--- src/rtl/dual_flag_adder.sv ---
module dual_flag_adder #(
  parameter int W = 64,
  parameter int LW = 32
) (
  input  logic         clk,
  input  logic         rst_n,
  input  logic [3:0]   op_sel,
  input  logic         wide_mode,
  input  logic         ov_en,
  input  logic         carry_in,
  input  logic         so_in,
  input  logic [W-1:0] opa,
  input  logic [W-1:0] opb,
  output logic [W-1:0] sum_out,
  output logic         ca_out,
  output logic         ca32_out,
  output logic         ov_out,
  output logic         ov32_out,
  output logic         so_out
);
  logic [3:0]   op;
  logic         is_neg, inv_a, cin;
  logic [W-1:0] x, y;
  logic [W:0]   full;
  logic [LW:0]  low;
  logic         c_lo_in, c_lo_out, c_hi_in, c_hi_out;
  logic         ovf_lo, ovf_hi, ovf_mode, ovf_lo_n, ca_mode;
  logic         neg_min;

  assign op     = (op_sel > 4'd8) ? 4'd0 : op_sel;
  assign is_neg = (op == 4'd8);
  assign inv_a  = op[0] | is_neg;
  assign x      = inv_a ? ~opa : opa;

  always_comb begin
    if (is_neg) begin
      y   = '0;
      cin = 1'b1;
    end else begin
      case (op[2:1])
        2'b00: begin y = opb;  cin = op[0];    end
        2'b01: begin y = opb;  cin = carry_in; end
        2'b10: begin y = '1;   cin = carry_in; end
        default: begin y = '0; cin = carry_in; end
      endcase
    end
  end

  assign full     = {1'b0, x} + {1'b0, y} + {{W{1'b0}}, cin};
  assign low      = {1'b0, x[LW-1:0]} + {1'b0, y[LW-1:0]} + {{LW{1'b0}}, cin};
  assign c_hi_out = full[W];
  assign c_hi_in  = x[W-1] ^ y[W-1] ^ full[W-1];
  assign c_lo_out = low[LW];
  assign c_lo_in  = x[LW-1] ^ y[LW-1] ^ low[LW-1];
  assign ovf_hi   = c_hi_in ^ c_hi_out;
  assign ovf_lo   = c_lo_in ^ c_lo_out;
  assign ca_mode  = wide_mode ? c_hi_out : c_lo_out;

  assign neg_min  = wide_mode ? (opa == {1'b1, {(W-1){1'b0}}})
                              : (opa[LW-1:0] == {1'b1, {(LW-1){1'b0}}});
  assign ovf_mode = is_neg ? neg_min : (wide_mode ? ovf_hi : ovf_lo);
  assign ovf_lo_n = is_neg ? neg_min : ovf_lo;

  always_ff @(posedge clk) begin
    if (!rst_n) begin
      sum_out  <= '0;
      ca_out   <= 1'b0;
      ca32_out <= 1'b0;
      ov_out   <= 1'b0;
      ov32_out <= 1'b0;
      so_out   <= 1'b0;
    end else begin
      sum_out <= full[W-1:0];
      if (!is_neg) begin
        ca_out   <= ca_mode;
        ca32_out <= c_lo_out;
      end
      if (ov_en) begin
        ov_out   <= ovf_mode;
        ov32_out <= ovf_lo_n;
        so_out   <= so_in | ovf_mode;
      end else begin
        so_out   <= so_in;
      end
    end
  end
endmodule


--- config.mk ---
export PLATFORM = sky130hd
export DESIGN_NAME = dual_flag_adder
export DESIGN_NICKNAME = d
export VERILOG_FILES = /design/src/rtl/dual_flag_adder.sv
export SDC_FILE = /design/constraint.sdc
export NUM_CORES = 1
export LEC_CHECK = 0
export BUFFER_PORTS_ARGS = -buffer_cell sky130_fd_sc_hd__clkbuf_2
export CAP_MARGIN = 20
export CELL_PAD_IN_SITES_DETAIL_PLACEMENT = 1
export CELL_PAD_IN_SITES_GLOBAL_PLACEMENT = 1
export CORE_AREA = 3 3 134 136
export CTS_BUF_LIST = sky130_fd_sc_hd__clkbuf_8
export CTS_CLUSTER_SIZE = 24
export DETAILED_ROUTE_END_ITERATION = 8
export DIE_AREA = 0 0 137 139
export PLACE_DENSITY = 0.85
export REMOVE_ABC_BUFFERS = 1
export SYNTH_ARGS = -nofsm -noshare
export SYNTH_HDL_FRONTEND = slang
export SYNTH_SLANG_ARGS = --single-unit
--- constraint.sdc ---
create_clock -name clk -period 11.6 [get_ports clk]
set_clock_uncertainty 0.1 [all_clocks]
set_input_delay 0.58 -clock clk [delete_from_list [all_inputs] [get_ports clk]]
set_output_delay 0.58 -clock clk [all_outputs]
set_load 0.02 [all_outputs]
# Word level (Yosys, flattened, before mapping)
# Cells that the tools add are included.
dict set report totals {
  output_inout_bits 69
  register_bits 69
  inputBits 138
  wordCells 39
}
dict set report classes {
  order_cmp 1
  n_eq_ne 5
  mux 12
  n_bitwise 9
  n_addsub 4
  n_reduce_logical 2
}
# operator n
set op_table {}
lappend op_table {{64-bit 2-to-1 mux} 2}
lappend op_table {{64-bit one-hot mux with 2 select lines} 1}
lappend op_table {{64-bit by 64-bit adder with 65-bit output} 1}
lappend op_table {{65-bit by 1-bit adder with 65-bit output} 1}
lappend op_table {{64-bit == test (second input constant)} 1}
lappend op_table {{64-bit NOT} 1}
lappend op_table {{32-bit by 32-bit adder with 33-bit output} 1}
lappend op_table {{33-bit by 1-bit adder with 33-bit output} 1}
lappend op_table {{32-bit == test (second input constant)} 1}
lappend op_table {{1-bit 2-to-1 mux} 8}
lappend op_table {{1-bit bitwise XOR} 6}
lappend op_table {{4-bit == test (second input constant)} 1}
lappend op_table {{4-bit > comparator (second input constant)} 1}
lappend op_table {{4-bit 2-to-1 mux} 1}
lappend op_table {{2-bit by 1-bit == test with 1-bit output (second input constant)} 1}
lappend op_table {{2-bit == test (second input constant)} 1}
lappend op_table {{2-bit logical NOT} 1}
lappend op_table {{1-bit bitwise OR} 2}
lappend op_table {{2-bit OR reduction} 1}

# Longest topological paths before layout
# Gate-level depths: netlist of the first run.
dict set report depth {
  word_depth 14
  ltp_mapped 18
  mapped_depth_nobuf 16
}

# Worst setup path after synthesis of the first run
# OpenSTA, ideal clock, no wires.
dict set report synth_timing {
  path_type {input -> register}
  start {input op_sel[3]}
  end {register ov_out}
  stages 18
  n_path_buf 2
  slack_ns 6.657
  t_arrival_ns 4.769
  required_ns 11.426
  setup_ns 0.074
  cell_sequence {inv_1 -> nor4_1 -> a21oi_1 -> clkbuf_1 -> clkbuf_1 -> xnor2_1 -> fa_1 -> fa_1 -> a211oi_2 -> o31ai_4 -> a211o_4 -> a211oi_2 -> nor4_4 -> o31ai_2 -> a221o_1 -> o2111a_1 -> nor2_1 -> a31oi_1}
}
dict set report synth_via {
  elab_chain_cells 12
  word_cells_on_any_way 25
  cone_classes {add/sub: 4; order compare: 1; eq/ne: 3; mux: 8; bitwise: 7; reduce/logical: 2}
}
# item line
set synth_lines {}
lappend synth_lines {{start, declared} 7} ;# input logic [3:0] op_sel,
lappend synth_lines {{4-bit > comparator} 30} ;# assign op = (op_sel > 4'd8) ? 4'd0 : op_sel;
lappend synth_lines {{4-bit 2-to-1 mux *} 30}
lappend synth_lines {{2-bit by 1-bit == test with 1-bit output / 2-bit logical NOT (equally long branches)} 40} ;# case (op[2:1])
lappend synth_lines {{2-bit OR reduction (no line)} -}
lappend synth_lines {{64-bit one-hot mux with 2 select lines} 40}
lappend synth_lines {{64-bit 2-to-1 mux} 36} ;# if (is_neg) begin
lappend synth_lines {{64-bit by 64-bit adder with 65-bit output / 32-bit by 32-bit adder with 33-bit output (equally long branches)} {49, 50}}
lappend synth_lines {{65-bit by 1-bit adder with 65-bit output / 33-bit by 1-bit adder with 33-bit output (equally long branches)} {49, 50}}
lappend synth_lines {{1-bit bitwise XOR (on tied branches)} {52, 54}}
lappend synth_lines {{1-bit bitwise XOR (on tied branches)} {55, 56}}
lappend synth_lines {{1-bit 2-to-1 mux} 61} ;# assign ovf_mode = is_neg ? neg_min : (wide_mode ? ovf_hi : ovf_lo);
lappend synth_lines {{1-bit 2-to-1 mux *} 61}
lappend synth_lines {{end signal, assigned} 79} ;# ov_out <= ovf_mode;
lappend synth_lines {{end, declared} 17} ;# output logic ov_out,
# Mark *: on every way between the ends. The rest lies on a longest branch, timed or not.
# A chain may end at the register's enable or synchronous reset.

# Final worst setup path of the first run
# Same ends and word-level chain as after synthesis.

==> results.tsv, run 1 <==
metric	value	unit
crit_path_top_delay_cell	buf_4	
power_density	160	nW/um^2
drt_iter0_markers	362	
grt_max_degree	66	
place_area	8080	sq um
worstMarginPinSlew	0.715	ns
overflow	0	
viasPerCell	5.54	
ant_nets	0	
cp_cell_sequence	clkbuf_2 > nor2b_4 > buf_4 > nand2_1 > nand2_2 > nor2_1 > fa_1 > fa_1 > a211oi_2 > o31ai_4 > a211o_4 > a211oi_2 > nor4_4 > o31ai_2 > a221o_1 > o32ai_2 > nor2_1 > a31oi_1	
timing.final.crit_period	5.23	ns
dieWidth	137	um
area_growth_syn_to_layout	21.5	%
grt_pass1_wl	39.6	mm
h-tree-depth	3	
grt.total_usage	25.7	%
outcome	finished, final reports clean	
maxCapViolCount	0	
grt_use_met3	4.03	%
final_common_cell	nor2_1	
grt_pass1_vias	7774	
synth_top_area_share	20.1	%
drive_above_1_share	22.6	%
fmax	0.191	GHz
finalCritPeriodShare	45.1	%
synth-edff-count	0	
n_antenna_cell	0	
grt_use_met2	41.5	%
hpwlAfterDp	19.4	mm
totalWireLength	24.8	mm
hold_viol	0	
portBuffers	206	
hold_path.class	primary input to flop	
synth_ff_type	dfxtp_1	
ioPinCount	207	
coreArea	17100	sq um
synthesis.instances	946	
vias	7515	
path_class	primary input to flop	
clock-sinks	69	
worstPathArrival	5.38	ns
async_flop_share	0	%
worstPathMaxFanout	65	
p_leak	3.86	nW
ys_top_cells_by_area	dfxtp_1 20%, nor2_1 12%, xnor2_1 12%, ha_1 11%, a21oi_1 5.5%	
rsz0062_at_grt	false	
placed_cells	1339	
fin_area	8350	sq um
ctsResizeCount	0	
grt_most_used_layer	met2	
required	11.75	ns
clk_path_buf_depth	2	
dieArea	19000	sq um
syn_area_per_cell	7.27	sq um
synth_cell_types	69	
ys_seq_area_share	20.1	%
hold_buffers	0	
cts_setup_buffers	0	
die_y	139	um
total_power	1.34	mW
cts_made_buffers	9	
rows	48	
tns	0	ns
firstDrtPassIters	5	
synth.largest_area_cell	dfxtp_1	
finalMaxSlewViolations	0	
met1_usage	34.9	%
yosys_warnings	0	
max_stage_delay	0.57	ns
post_drt_wl_per_cell	18.3	um
synth-seq-cells	69	
cts.clk_slew.worst_paths	0.08	ns
cts_tree	yes	
worstSetupStartpointType	primary input	
gp_congestion	0.919	
finalNonFillerCells	1356	
initial_utilization	40.3	%
drc	0	
layout_common_cells	223 x nor2_1, 207 x clkbuf_2, 95 x xnor2_1	
finalSetupViolCount	0	
cts-root-buf	clkbuf_8	
clock_latency	0.37	ns
slew_headroom	52.3	%
final_nets	1329	
ir_worst_vdd	0.0715	mV
antenna_found_initial	0	
multi_input_comb_area	5290	sq um
fillCellCount	2278	
synth_area	6880	sq um
cp-end-kind	flop	
ff_latch_area	1380	sq um
per-layer routing:
layer	part of all wire (%)	vias to the layer above
met1	46	3556
met5	0	-
li1	-	3683
met2	46	235
met4	2.5	0
met3	5.2	41
synthesized netlist by cell type, types with 4 or more instances:
cell and instances:
inv_1 16, xor2_1 24, o21ai_0 40, a31o_2 4
nand3_1 16, a211oi_1 5, clkbuf_1 35, nor2_1 223
a31oi_1 12, nor3_1 14, nor2b_1 8, buf_2 4
a211oi_2 4, nand2b_1 5, dfxtp_1 69, o21a_1 5
a21oi_1 76, nor4_1 15, nor3b_1 4, o21bai_1 9
nand2_1 63, o211ai_1 7, nand4_1 17, xnor2_1 95
ha_1 63, and3_1 9, and2_1 9, a21o_1 32
critical path: cells and delay by family:
family	cells	cell delay [ns]
buf+inv	2	0.70
fa+ha+maj	2	0.93
compound gates	8	1.97
simple gates	6	1.19
flip-flops by register name, summed over array words and instances (netlist names):
signal	cells
ca32_out	1
ca_out	1
ov32_out	1
ov_out	1
so_out	1
sum_out	64
stage by stage:
stage / utilization (%) / setup WS [ns] / hold WS [ns]
2_1_floorplan: - / 3.03 / 0.429
3_3_place_gp: 47.4 / 6.12 / 0.365
3_5_place_dp: 47.4 / 5.85 / 0.369
4_1_cts: 48.9 / 6.24 / 0.351
5_1_grt: 49.0 / 5.98 / 0.355
6_report: 49.0 / 6.37 / 0.362
path summary, 6_finish.rpt:
path	from	end	slack, ns	depth (start not counted)
max reg2reg	ov_out	ov_out	10.79	2
min	so_in	so_out	0.36	3
min reg2reg	ca_out	ca_out	0.39	2
max	op_sel[3]	ov_out	6.37	18
cells by family after synthesis:
family / Yosys count / synth area share (%)
AND/OR/NAND/NOR: 398 / 26.1
AO/OA/AOI/OAI: 233 / 22.8
XOR/XNOR: 119 / 15.2
flip-flops: 69 / 20.1
adder cells (fa/ha/maj): 65 / 12.0
buffers and inverters: 59 / 3.35
multiplexers: 3 / 0.437
power breakdown:
part	switching (mW)	internal, mW	leakage, nW	total, mW
combinational	0.461	0.281	3.15	0.742
sequential	0.0185	0.297	0.575	0.315
clock	0.109	0.171	0.136	0.280
total	0.589	0.748	3.86	1.34
final cells by class:
cell class                      count  share of cell area, %
Sequential cell                    69                   16.5
Inverter                           16                  0.719
Timing Repair Buffer              212                   12.9
Clock inverter                      6                   1.60
Multi-Input combinational cell    818                   63.3
Tap cell                          225                   3.37
Clock buffer                       10                   1.65
(Power assumes the default switching activity.)
==> inputs of run 2 (changes only) <==
--- a/config.mk
+++ b/config.mk
@@ -5,16 +5,17 @@
 export SDC_FILE = /design/constraint.sdc
 export NUM_CORES = 1
 export LEC_CHECK = 0
+export ABC_AREA = 1
 export BUFFER_PORTS_ARGS = -buffer_cell sky130_fd_sc_hd__clkbuf_2
 export CAP_MARGIN = 20
 export CELL_PAD_IN_SITES_DETAIL_PLACEMENT = 1
 export CELL_PAD_IN_SITES_GLOBAL_PLACEMENT = 1
-export CORE_AREA = 3 3 134 136
+export CORE_AREA = 3 3 157 159
 export CTS_BUF_LIST = sky130_fd_sc_hd__clkbuf_8
 export CTS_CLUSTER_SIZE = 24
 export DETAILED_ROUTE_END_ITERATION = 8
-export DIE_AREA = 0 0 137 139
-export PLACE_DENSITY = 0.85
+export DIE_AREA = 0 0 160 162
+export PLACE_DENSITY = 0.76
 export REMOVE_ABC_BUFFERS = 1
 export SYNTH_ARGS = -nofsm -noshare
 export SYNTH_HDL_FRONTEND = slang
==> constraint.sdc (replaced) <==
create_clock -name clk -period 4.7 [get_ports clk]
set_clock_uncertainty 0.1 [all_clocks]
set_input_delay 0.235 -clock clk [delete_from_list [all_inputs] [get_ports clk]]
set_output_delay 0.235 -clock clk [all_outputs]
set_load 0.02 [all_outputs]
==> run 2 against run 1 <==
  * Sequential cell count did not move
  * First-iteration DRC count rose by 36%
  * Die area grew 36%
  * Combinational power rose to 2.6 times the previous value
  * Via count grew 22%
  * Clock power is 64% higher
  * Synthesized cell count rose by 41%
  * Critical path type unchanged
  * Largest cell class unchanged
==> results.tsv, run 2 <==
metric	value	unit
maxCapViolCount	0	
synth-edff-count	0	
grt.total_usage	24.6	%
synthesis.instances	1331	
gp_congestion	0.929	
grt_max_degree	65	
worstMarginPinSlew	0.879	ns
cts.clk_slew.worst_paths	0.08	ns
ys_top_cells_by_area	dfxtp_1 17%, nand2_1 13%, nor2_1 12%, ha_1 10%, inv_1 9.1%	
place_area	9330	sq um
yosys_warnings	0	
worstPathArrival	4.20	ns
largest_register_ffs	64	
drc	0	
antenna_found_initial	0	
drive_above_1_share	19.7	%
n_antenna_cell	0	
ir_worst_vdd	0.118	mV
cts_setup_buffers	0	
crit_start	op_sel[3]	
finalSetupViolCount	0	
coreArea	23400	sq um
synth_ff_type	dfxtp_1	
initial_utilization	33.7	%
vias	9160	
syn_area_per_cell	5.93	sq um
outcome	finished, final reports clean	
worst_slack	0.704	ns
grt_pass1_vias	9363	
cts_made_buffers	9	
ant_nets	0	
firstDrtPassIters	5	
synth_top_area_share	17.5	%
required	4.90	ns
drt_iter0_markers	494	
regToRegStartpoint	ov32_out	
utilization	40.6	%
placed_cells	1841	
synth_cell_types	48	
fin_area	9510	sq um
hold_viol	0	
dp_worst_setup_slack	0.305	ns
wl_met2	14.0	mm
total_power	3.13	mW
dieWidth	160	um
die_y	162	um
synth-seq-cells	69	
ys_seq_area_share	17.5	%
viasPerCell	4.93	
dr_wl_met3	1.44	mm
synth_area	7900	sq um
async_flop_share	0	%
grt_pass1_wl	50.5	mm
hp-start	op_sel[1]	
tns	0	ns
area_growth_syn_to_layout	20.4	%
post_drt_wl_per_cell	17.5	um
top_register	sum_out	
cts-root-buf	clkbuf_8	
highest_layer	met4	
p_leak	4.90	nW
ctsResizeCount	0	
cp-end-kind	flop	
rows	56	
totalWireLength	32.5	mm
rsz0062_at_grt	false	
portBuffers	206	
final_nets	1738	
worstPathMaxFanout	22	
path_class	primary input to flop	
hold_buffers	2	
clock_latency	0.37	ns
clk_path_buf_depth	2	
wl_met1	16.6	mm
h-tree-depth	3	
yosysMostFrequentCell	nand2_1	
finalCritPeriodShare	85.0	%
cts_tree	yes	
clock-sinks	69	
final_common_cell	nand2_1	
timing.final.crit_period	4.00	ns
power_density	329	nW/um^2
slew_headroom	40.8	%
ys_top_cells_by_count	264 x nand2_1, 253 x nor2_1, 192 x inv_1	
overflow	0	
hold_path.class	primary input to flop	
ioPinCount	207	
holdWs	0.220	ns
finalNonFillerCells	1859	
fmax	0.250	GHz
worstSetupStartpointType	primary input	
hpwlAfterDp	27.6	mm
layout_common_cells	264 x nand2_1, 252 x nor2_1, 206 x clkbuf_2	
dieArea	25900	sq um
synth.largest_area_cell	dfxtp_1	
finalMaxSlewViolations	0	
[run 2: cell types whose count changed after synthesis, moves of 20 or more]
cell,delta
a21oi_1,+58
nor2_1,+30
nand2_1,+201
xnor2_1,-69
inv_1,+176
clkbuf_1,-23
nand2_2,+20
o21ai_0,+32
a21o_1,-29
[run 2: cell families (layout without fill, tap and decap cells)]
group / Yosys count / count (layout) / share of synthesized area, %
adder cells (fa/ha/maj): 65 / 65 / 10.5
flip-flops: 69 / 69 / 17.5
AND/OR/NAND/NOR: 628 / 628 / 33.6
XOR/XNOR: 66 / 66 / 7.32
AO/OA/AOI/OAI: 273 / 273 / 19.8
buffers and inverters: 230 / 439 / 11.3
[run 2: worst max-delay path: stages]
cell and delay, ns:
clkbuf_2 0.12, inv_1 0.09, nor4_1 0.36, inv_1 0.19, nand2_2 0.46, nor2_1 0.13, fa_1 0.48, fa_1 0.42
nand3_1 0.11, nand2_1 0.10, nand2_1 0.09, nand2_2 0.08, a21oi_1 0.28, inv_1 0.14, nand4_1 0.11, nand2_1 0.18
a21oi_1 0.27, o21ai_0 0.13, a21oi_1 0.19
[run 2: cell type report]
class                           count  area (sq um)
Inverter                          204           766
Timing Repair Buffer              219          1160
Sequential cell                    69          1380
Multi-Input combinational cell   1032          5640
Clock inverter                      7          36.3
Fill cell                        3333         13900
Clock buffer                        9           124
Tap cell                          319           399
[run 2: worst paths after layout]
| kind | end | slack (ns) | depth (start not counted) |
|---|---|---|---|
| worst max-delay path | sum_out[54] | 0.70 | 19 |
| worst min-delay path | ca_out | 0.22 | 4 |
| worst min register to register | ov_out | 0.41 | 2 |
| worst max register to register | ov32_out | 3.91 | 2 |
[run 2: routing by layer]
| layer | GRT usage, % | vias up |
|---|---|---|
| met3 | 3.60 | 21 |
| met4 | 4.65 | 0 |
| met1 | 35.8 | 4264 |
| met5 | 0 | - |
| li1 | - | 4662 |
| met2 | 38.8 | 213 |
[run 2: power breakdown]
part           internal [mW]  leakage [nW]  total, mW  switching, mW
Clock                  0.184        0.0888      0.460          0.275
Sequential             0.708         0.576      0.757         0.0485
Combinational          0.611          4.23       1.91           1.30
Total                   1.50          4.90       3.13           1.62
